File: src/rtl/virt_id_access.sv
module virt_id_access #(
  parameter logic [31:0] MAIN_ID   = 32'h5A2F_D134,
  parameter logic [5:0]  TRAP_CODE = 6'h03
) (
  input  logic        clk,
  input  logic        rst_n,
  input  logic        req_valid,
  input  logic        req_write,
  input  logic [3:0]  req_cp,
  input  logic [2:0]  req_op1,
  input  logic [3:0]  req_crn,
  input  logic [3:0]  req_crm,
  input  logic [2:0]  req_op2,
  input  logic [31:0] wr_data,
  input  logic [1:0]  cur_el,
  input  logic        hyp_enabled,
  input  logic        hyp_present,
  input  logic        hyp_trap,
  input  logic        nonsecure,
  output logic [31:0] rd_data,
  output logic        undef_o,
  output logic        trap_o,
  output logic [5:0]  trap_code
);

  logic [31:0] vid_q;
  logic        base_ok, is_vid, is_main, hit;
  logic        undef_c, trap_c, commit_c;
  logic [31:0] rd_c;

  assign base_ok = req_valid && req_cp == 4'hF && req_crn == 4'h0 &&
                   req_crm == 4'h0 && req_op2 == 3'h0;
  assign is_vid  = base_ok && req_op1 == 3'b100;
  assign is_main = base_ok && req_op1 == 3'b000;
  assign hit     = is_vid || is_main;

  always_comb begin
    undef_c  = 1'b0;
    trap_c   = 1'b0;
    commit_c = 1'b0;
    rd_c     = '0;
    if (hit) begin
      case (cur_el)
        2'd0: undef_c = 1'b1;
        2'd1: begin
          if (hyp_enabled && hyp_trap) trap_c = 1'b1;
          else if (is_vid || req_write) undef_c = 1'b1;
          else rd_c = hyp_enabled ? vid_q : MAIN_ID;
        end
        default: begin
          if (is_main) begin
            if (req_write) undef_c = 1'b1;
            else rd_c = MAIN_ID;
          end else if (cur_el == 2'd3 && !hyp_present) begin
            if (!req_write) rd_c = MAIN_ID;
          end else if (cur_el == 2'd3 && !nonsecure) begin
            undef_c = 1'b1;
          end else if (req_write) begin
            commit_c = 1'b1;
          end else begin
            rd_c = vid_q;
          end
        end
      endcase
    end
  end

  always_ff @(posedge clk or negedge rst_n) begin
    if (!rst_n)        vid_q <= MAIN_ID;
    else if (commit_c) vid_q <= wr_data;
  end

  assign rd_data   = rd_c;
  assign undef_o   = undef_c;
  assign trap_o    = trap_c;
  assign trap_code = trap_c ? TRAP_CODE : 6'h00;


  excl_chk: assert property (@(posedge clk) disable iff (!rst_n)
    !(undef_o && trap_o));

  idle_chk: assert property (@(posedge clk) disable iff (!rst_n)
    !req_valid |-> (!undef_o && !trap_o && rd_data == 32'h0));

  code_chk: assert property (@(posedge clk) disable iff (!rst_n)
    trap_o |-> (trap_code == TRAP_CODE && cur_el == 2'd1));

  el0_chk: assert property (@(posedge clk) disable iff (!rst_n)
    (req_valid && cur_el == 2'd0) |-> (!trap_o && rd_data == 32'h0));

  load_chk: assert property (@(posedge clk) disable iff (!rst_n)
    (req_write && is_vid && (cur_el == 2'd2 ||
      (cur_el == 2'd3 && hyp_present && nonsecure)))
    |=> vid_q == $past(wr_data));

  hold_chk: assert property (@(posedge clk) disable iff (!rst_n)
    !(req_write && is_vid && cur_el[1]) |=> $stable(vid_q));

endmodule

File: config.mk
export PLATFORM = sky130hd
export DESIGN_NAME = virt_id_access
export DESIGN_NICKNAME = d
export VERILOG_FILES = /design/src/rtl/virt_id_access.sv
export SDC_FILE = /design/constraint.sdc
export NUM_CORES = 1
export LEC_CHECK = 0
export ABC_AREA = 1
export BUFFER_PORTS_ARGS = -buffer_cell sky130_fd_sc_hd__buf_4
export CORE_ASPECT_RATIO = 1.1
export CORE_UTILIZATION = 52
export DETAILED_ROUTE_END_ITERATION = 7
export MAX_ROUTING_LAYER = met4
export PLACE_DENSITY = 0.91
export SLEW_MARGIN = 20
export SYNTH_ARGS = -nofsm -noshare
export SYNTH_HDL_FRONTEND = slang
export SYNTH_SLANG_ARGS = --single-unit
export TNS_END_PERCENT = 10
File: constraint.sdc
create_clock -name clk -period 1.6 [get_ports clk]
set_input_delay 0.08 -clock clk [delete_from_list [all_inputs] [get_ports clk]]
set_output_delay 0.08 -clock clk [all_outputs]
set_load 0.005 [all_outputs]
==> results of run 1 <==
## cells by family (layout without fill, tap and decap cells)
| logic type | count (synthesis) | in the layout | share of synthesized area (%) |
|---|---|---|---|
| AOI/OAI and AO/OA | 68 | 68 | 17.5 |
| buffers and inverters | 124 | 210 | 19.2 |
| DFF | 32 | 32 | 27.5 |
| other | 1 | 4 | 0.126 |
| and+or+nand+nor | 218 | 218 | 35.7 |
## layout make-up
type                    count  area [um^2]  area share (%)
multi-input cells         290         1600            42.0
clock inverters             2         35.0           0.920
inverters                  93          352            9.23
flip-flops and latches     32          821            21.6
clock buffers               6         72.6            1.91
repair buffers            109          836            21.9
well taps                  75         93.8            2.46
## Yosys cell counts, types with 8 or more instances
cell | number | area share (%)
nor2_2 | 9 | 1.9
nand3_1 | 17 | 2.9
nor2_1 | 19 | 2.4
o21ai_2 | 32 | 9.4
nand2_1 | 139 | 17
dfrtp_1 | 16 | 13
nand4_1 | 17 | 3.6
dfstp_2 | 16 | 14
inv_1 | 88 | 11
a21oi_2 | 11 | 3.2
buf_4 | 8 | 2.0
a21oi_1 | 23 | 3.9
buf_6 | 9 | 3.4
## repair_timing
| action | 4_1_cts | 5_1_grt |
|---|---|---|
| setup buffers | 0 | 1 |
| hold buffers | 2 | 0 |
| setup endpoints to repair | 0 | 4 |
| gates resized for setup | 0 | 0 |
| endpoints found under the hold margin | 17 | 0 |
## path summary, 6_finish.rpt
check                                            from               endpoint
worst min-delay path                      wr_data[16]  vid_q[16]$_DFFE_PN1P_
max in group asynchronous                       rst_n   vid_q[2]$_DFFE_PN1P_
min in group asynchronous                       rst_n  vid_q[22]$_DFFE_PN0P_
worst max-delay path            vid_q[30]$_DFFE_PN1P_            rd_data[30]
worst max register to register  vid_q[16]$_DFFE_PN1P_  vid_q[16]$_DFFE_PN1P_
worst min register to register  vid_q[20]$_DFFE_PN0P_  vid_q[20]$_DFFE_PN0P_
## layer usage
metal	wire length [um]	global-route usage, %	share of wire, %	vias to the layer above
met2	3670	45.9	53	123
met4	55	7.88	0.79	0
li1	-	-	-	1517
met5	0	-	0	-
met1	2790	29.4	40	1288
met3	462	5.15	6.6	7
## worst min-delay path: stages
cell     delay, ns
buf_4         0.10
inv_1         0.05
o21ai_2       0.06
## placed cells by master (no fill, tap or decap), drive strengths merged, types with 6 or more instances in the layout
master | synthesis | routed
nand4 | 19 | 19
a21oi | 34 | 34
clkbuf | 7 | 6
nor2 | 31 | 31
dfrtp | 16 | 16
nand2 | 144 | 144
nand3 | 19 | 19
inv | 92 | 92
o21ai | 32 | 32
buf | 24 | 107
dfstp | 16 | 16
## through the flow
stage | cells | hold slack, ns | setup WS, ns | instance area (um^2) | util (%)
4_1_cts | 606 | 0.00159 | 0.118 | 3800 | 69.6
6_report | 607 | 0.00812 | 0.131 | 3810 | 69.7
3_3_place_gp | 596 | 0.0348 | 0.200 | 3670 | 67.2
3_5_place_dp | 596 | 0.0341 | 0.121 | 3670 | 67.2
2_1_floorplan | 446 | -0.216 | 0.277 | 2990 | -
5_1_grt | 607 | 0.00781 | -0.00145 | 3810 | 69.7
## power groups by stage
stage	clock, uW	combinational (uW)	sequential, uW
finish	764	350	811
global route	805	388	811
CTS	781	350	811
detailed placement	0	345	825
global placement	0	336	825
floorplan	0	186	825
==> results.cfg, run 1 <==
[floorplanning]
die_w_um = 74.2
die_h_um = 81.4
initial_utilization_pct = 54.6
ios = 100
die_area_um2 = 6040
rows = 28
core_area_um2 = 5470

[drt]
drt-vias-per-instance = 4.84
routed_wl_mm = 6.97
drcViolationCount = 0
drt_first_pass_iters = 4
first_iter_violations = 304
drtAntennaViolNets = 0
wl_per_cell_um = 11.5
num_vias = 2935

[critical_path]
cp-start-kind = register
cp_top_family = flip-flops
crit_arrival_ns = 1.39
critical_path_cell_count = 5
crit_required_ns = 1.52
crit_path_max_fanout = 3
worst-r2r-cell-count = 2
crit_chain = inv_1 -> nand2_1 -> nand4_1 -> a21oi_1 -> buf_4
cp_slowest_stage_delay_ns = 0.55
critical_path_class = reg2out
crit_buf_inv = 2
slowest_stage = dfstp_2
crit_path_end_kind = output port
ff2ff_setup_slack_ns = 0.82

[timing]
setup_violations = 0
hold_viol = 0
slew_viol_final = 0
finClkSkew_ns = 0
clock.fmax_ghz = 0.681
period_share_pct = 91.8
fin_setup_tns_ns = 0
min_period_ns = 1.47
rsz0062_at_grt = true

[global_route]
grt_pass1_wl_mm = 11.9
grt-ovfl-total = 0
grt_usage_pct = 26.0
grt_start_max_net_pins = 65
grt_pass1_vias = 2710
antenna_found_initial = 0

[pwr]
ir_worst_vdd_v = 0.000709
seqPwrFrac_pct = 42.1
combPwrFrac_pct = 18.2
switching_share_pct = 25.8
power_frac_clock_pct = 39.7
internal-power_uw = 1430
power_uw = 1920
p_switching_uw = 497
leakage_uw = 0.00200
pwr_density_cell_nw_per_um2 = 505

[hold_path]
worstHoldPathCells = 3
hold_path.class = in2reg

[synthesis]
synth.distinct_cells = 32
syn-cell-area_um2 = 2980
yosysSeqAreaShare_pct = 27.5
synth_ff_type = dfstp_2
synth_edf_count = 0
synthCells = 443
avgSynthCellArea_um2 = 6.73
yosysWarningCount = 0
ys_async_sr_fraction_pct = 100
synth_seq_cells = 32

[clock_tree]
cts_max_level = 2
cts_buffers = 5
path_clk_slew_ns = 0.07
cts_tree = done
insertion_delay_ns = 0.28
cts_sinks = 32
cts-root-buf = clkbuf_8
clockBufferDepth = 2

[place]
io_buffers = 95
hpwlAfterDp_mm = 5.19
gp_congestion = 0.867

[layout]
largest_reg_flops = 32
drive_above_1_share_pct = 38.2
regMostFlops = vid_q
syn_to_final_growth_pct = 27.7
reg_top3 = vid_q x32
diodes = 0
nFillCells = 486
num-nets-final = 591

[outcome]
outcome = finished, final reports clean

[job]
max_cap_viol_count = 0
Power figures use the tool's default switching activity.
==> inputs of run 2 (changes only) <==
--- a/config.mk
+++ b/config.mk
@@ -8,10 +8,10 @@
 export ABC_AREA = 1
 export BUFFER_PORTS_ARGS = -buffer_cell sky130_fd_sc_hd__buf_4
 export CORE_ASPECT_RATIO = 1.1
-export CORE_UTILIZATION = 52
+export CORE_UTILIZATION = 56
 export DETAILED_ROUTE_END_ITERATION = 7
 export MAX_ROUTING_LAYER = met4
-export PLACE_DENSITY = 0.91
+export PLACE_DENSITY = 0.95
 export SLEW_MARGIN = 20
 export SYNTH_ARGS = -nofsm -noshare
 export SYNTH_HDL_FRONTEND = slang
==> constraint.sdc (replaced) <==
create_clock -name clk -period 1.81 [get_ports clk]
set_input_delay 0.0905 -clock clk [delete_from_list [all_inputs] [get_ports clk]]
set_output_delay 0.0905 -clock clk [all_outputs]
set_load 0.005 [all_outputs]
==> results.cfg, run 2 (same netlist as run 1, synthesis figures left out) <==
[outcome]
outcome = finished, final reports clean

[drt]
drt-vias-per-instance = 5.08
wl_per_cell_um = 12.4
routed_wl_mm = 7.28
first_iter_violations = 401
drtAntennaViolNets = 0
drcViolationCount = 0
drt_first_pass_iters = 5
num_vias = 2973

[layout]
drive_above_1_share_pct = 38.0
reg_top3 = vid_q x32
num-nets-final = 586
layout_common_cells = nand2_1, buf_4, inv_1, o21ai_2, a21oi_1
layout.cells.non_filler = 585
largest_reg_flops = 32
diodes = 0
regMostFlops = vid_q
syn_to_final_growth_pct = 26.3
multi_input_area_um2 = 1600
final_common_cell = nand2_1
nFillCells = 390
seq_area_um2 = 821

[global_route]
antenna_found_initial = 0
grt_pass1_wl_mm = 12.4
grt_usage_pct = 28.5
grt-ovfl-total = 0
grt_pass1_vias = 2782
grt_start_max_net_pins = 65

[timing]
hold_viol = 0
worst_slack_ns = 0.286
setup_violations = 0
clock.fmax_ghz = 0.656
finClkSkew_ns = 0
fin_setup_tns_ns = 0
fin_hold_ws_ns = 0.0176
slew_headroom_pct = 66.0
period_share_pct = 84.2
min_period_ns = 1.52
rsz0062_at_grt = false
slew_viol_final = 0
timing_worst_slew_pin_value_ns = 0.510

[critical_path]
crit_path_end_kind = output port
cp_slowest_stage_delay_ns = 0.54
crit_path_max_fanout = 3
critical_path_class = reg2out
crit_required_ns = 1.72
cp-start-kind = register
crit_arrival_ns = 1.43
slowest_stage = dfstp_2
crit_chain = inv_1 -> a21oi_1 -> nand3_1 -> nand2_1 -> nand2_1 -> inv_1 -> buf_4

[floorplanning]
die_w_um = 71.6
rows = 27
ios = 100
core_area_um2 = 5070
initial_utilization_pct = 58.8
die_area_um2 = 5620
die_h_um = 78.5

[hold_path]
hold_path.class = in2reg

[place]
io_buffers = 95
place_ws_ns = 0.327
hpwlAfterDp_mm = 5.18
dp_cells = 576
gp_congestion = 0.899

[clock_tree]
path_clk_slew_ns = 0.07
cts_tree = done
post_cts_resized = 0
insertion_delay_ns = 0.28
clockBufferDepth = 2
cts_sinks = 32
cts-root-buf = clkbuf_8
cts_buffers = 5
cts_max_level = 2

[pwr]
ir_worst_vdd_v = 0.000622
power_uw = 1770
leakage_uw = 0.00199
pwr_density_cell_nw_per_um2 = 471

[job]
max_cap_viol_count = 0
-- run 2: cell count changes in the layout (fill, tap and decap cells not counted), sizes merged --
cell	previous run	this run
clkbuf	6	7
buf	107	103
clkinv	2	1
dlygate4sd3	2	1
-- run 2: per-layer routing --
metal / share of wire [%] / up-vias / GRT usage, %
met5: 0 / - / -
met4: 2.2 / 0 / 13.5
met3: 5.9 / 14 / 3.47
met2: 53 / 133 / 49.6
met1: 39 / 1320 / 32.6
li1: - / 1506 / -
-- run 2: critical path: cells and delay by family (launching register included) --
family / cells / cell delay, ns
buffers and inverters: 3 / 0.19
AND/OR/NAND/NOR: 3 / 0.26
flip-flops: 1 / 0.54
AO/OA/AOI/OAI: 1 / 0.15
-- run 2: metrics by stage --
step	cell area, um^2	utilization (%)
6_report	3770	74.3
5_1_grt	3770	74.3
4_1_cts	3770	74.3
3_5_place_dp	3630	71.6
3_3_place_gp	3630	71.6
2_1_floorplan	2990	-
-- run 2: cell type report --
class	instances	area share, %
Multi-Input combinational cell	290	42.5
Sequential cell	32	21.8
Timing Repair Buffer	104	21.1
Inverter	93	9.34
Clock buffer	7	2.56
Tap cell	58	1.93
Clock inverter	1	0.797
-- run 2: repair_timing --
item | in CTS | in global routing
hold buffers | 1 | 0
buffers inserted | 0 | 0
endpoints found under the hold margin | 16 | 0
-- run 2: worst paths after layout --
kind                                         endpoint             startpoint  slack (ns)  cells after the start
min in group asynchronous       vid_q[13]$_DFFE_PN0P_                  rst_n        0.31                      2
worst max register to register  vid_q[19]$_DFFE_PN1P_  vid_q[19]$_DFFE_PN1P_        1.03                      2
worst min-delay path            vid_q[18]$_DFFE_PN1P_            wr_data[18]        0.02                      3
worst min register to register  vid_q[23]$_DFFE_PN0P_  vid_q[23]$_DFFE_PN0P_        0.48                      2
worst max-delay path                       rd_data[2]   vid_q[2]$_DFFE_PN1P_        0.29                      7
max in group asynchronous        vid_q[8]$_DFFE_PN1P_                  rst_n        1.18                      2
-- run 2: where the power goes --
group          total [uW]  switching (uW)  internal, uW  leakage (uW)
combinational         308             177           131       0.00154
sequential            717          0.0111           717      0.000389
clock                 748             262           486     0.0000645
total                1770             439          1330       0.00199
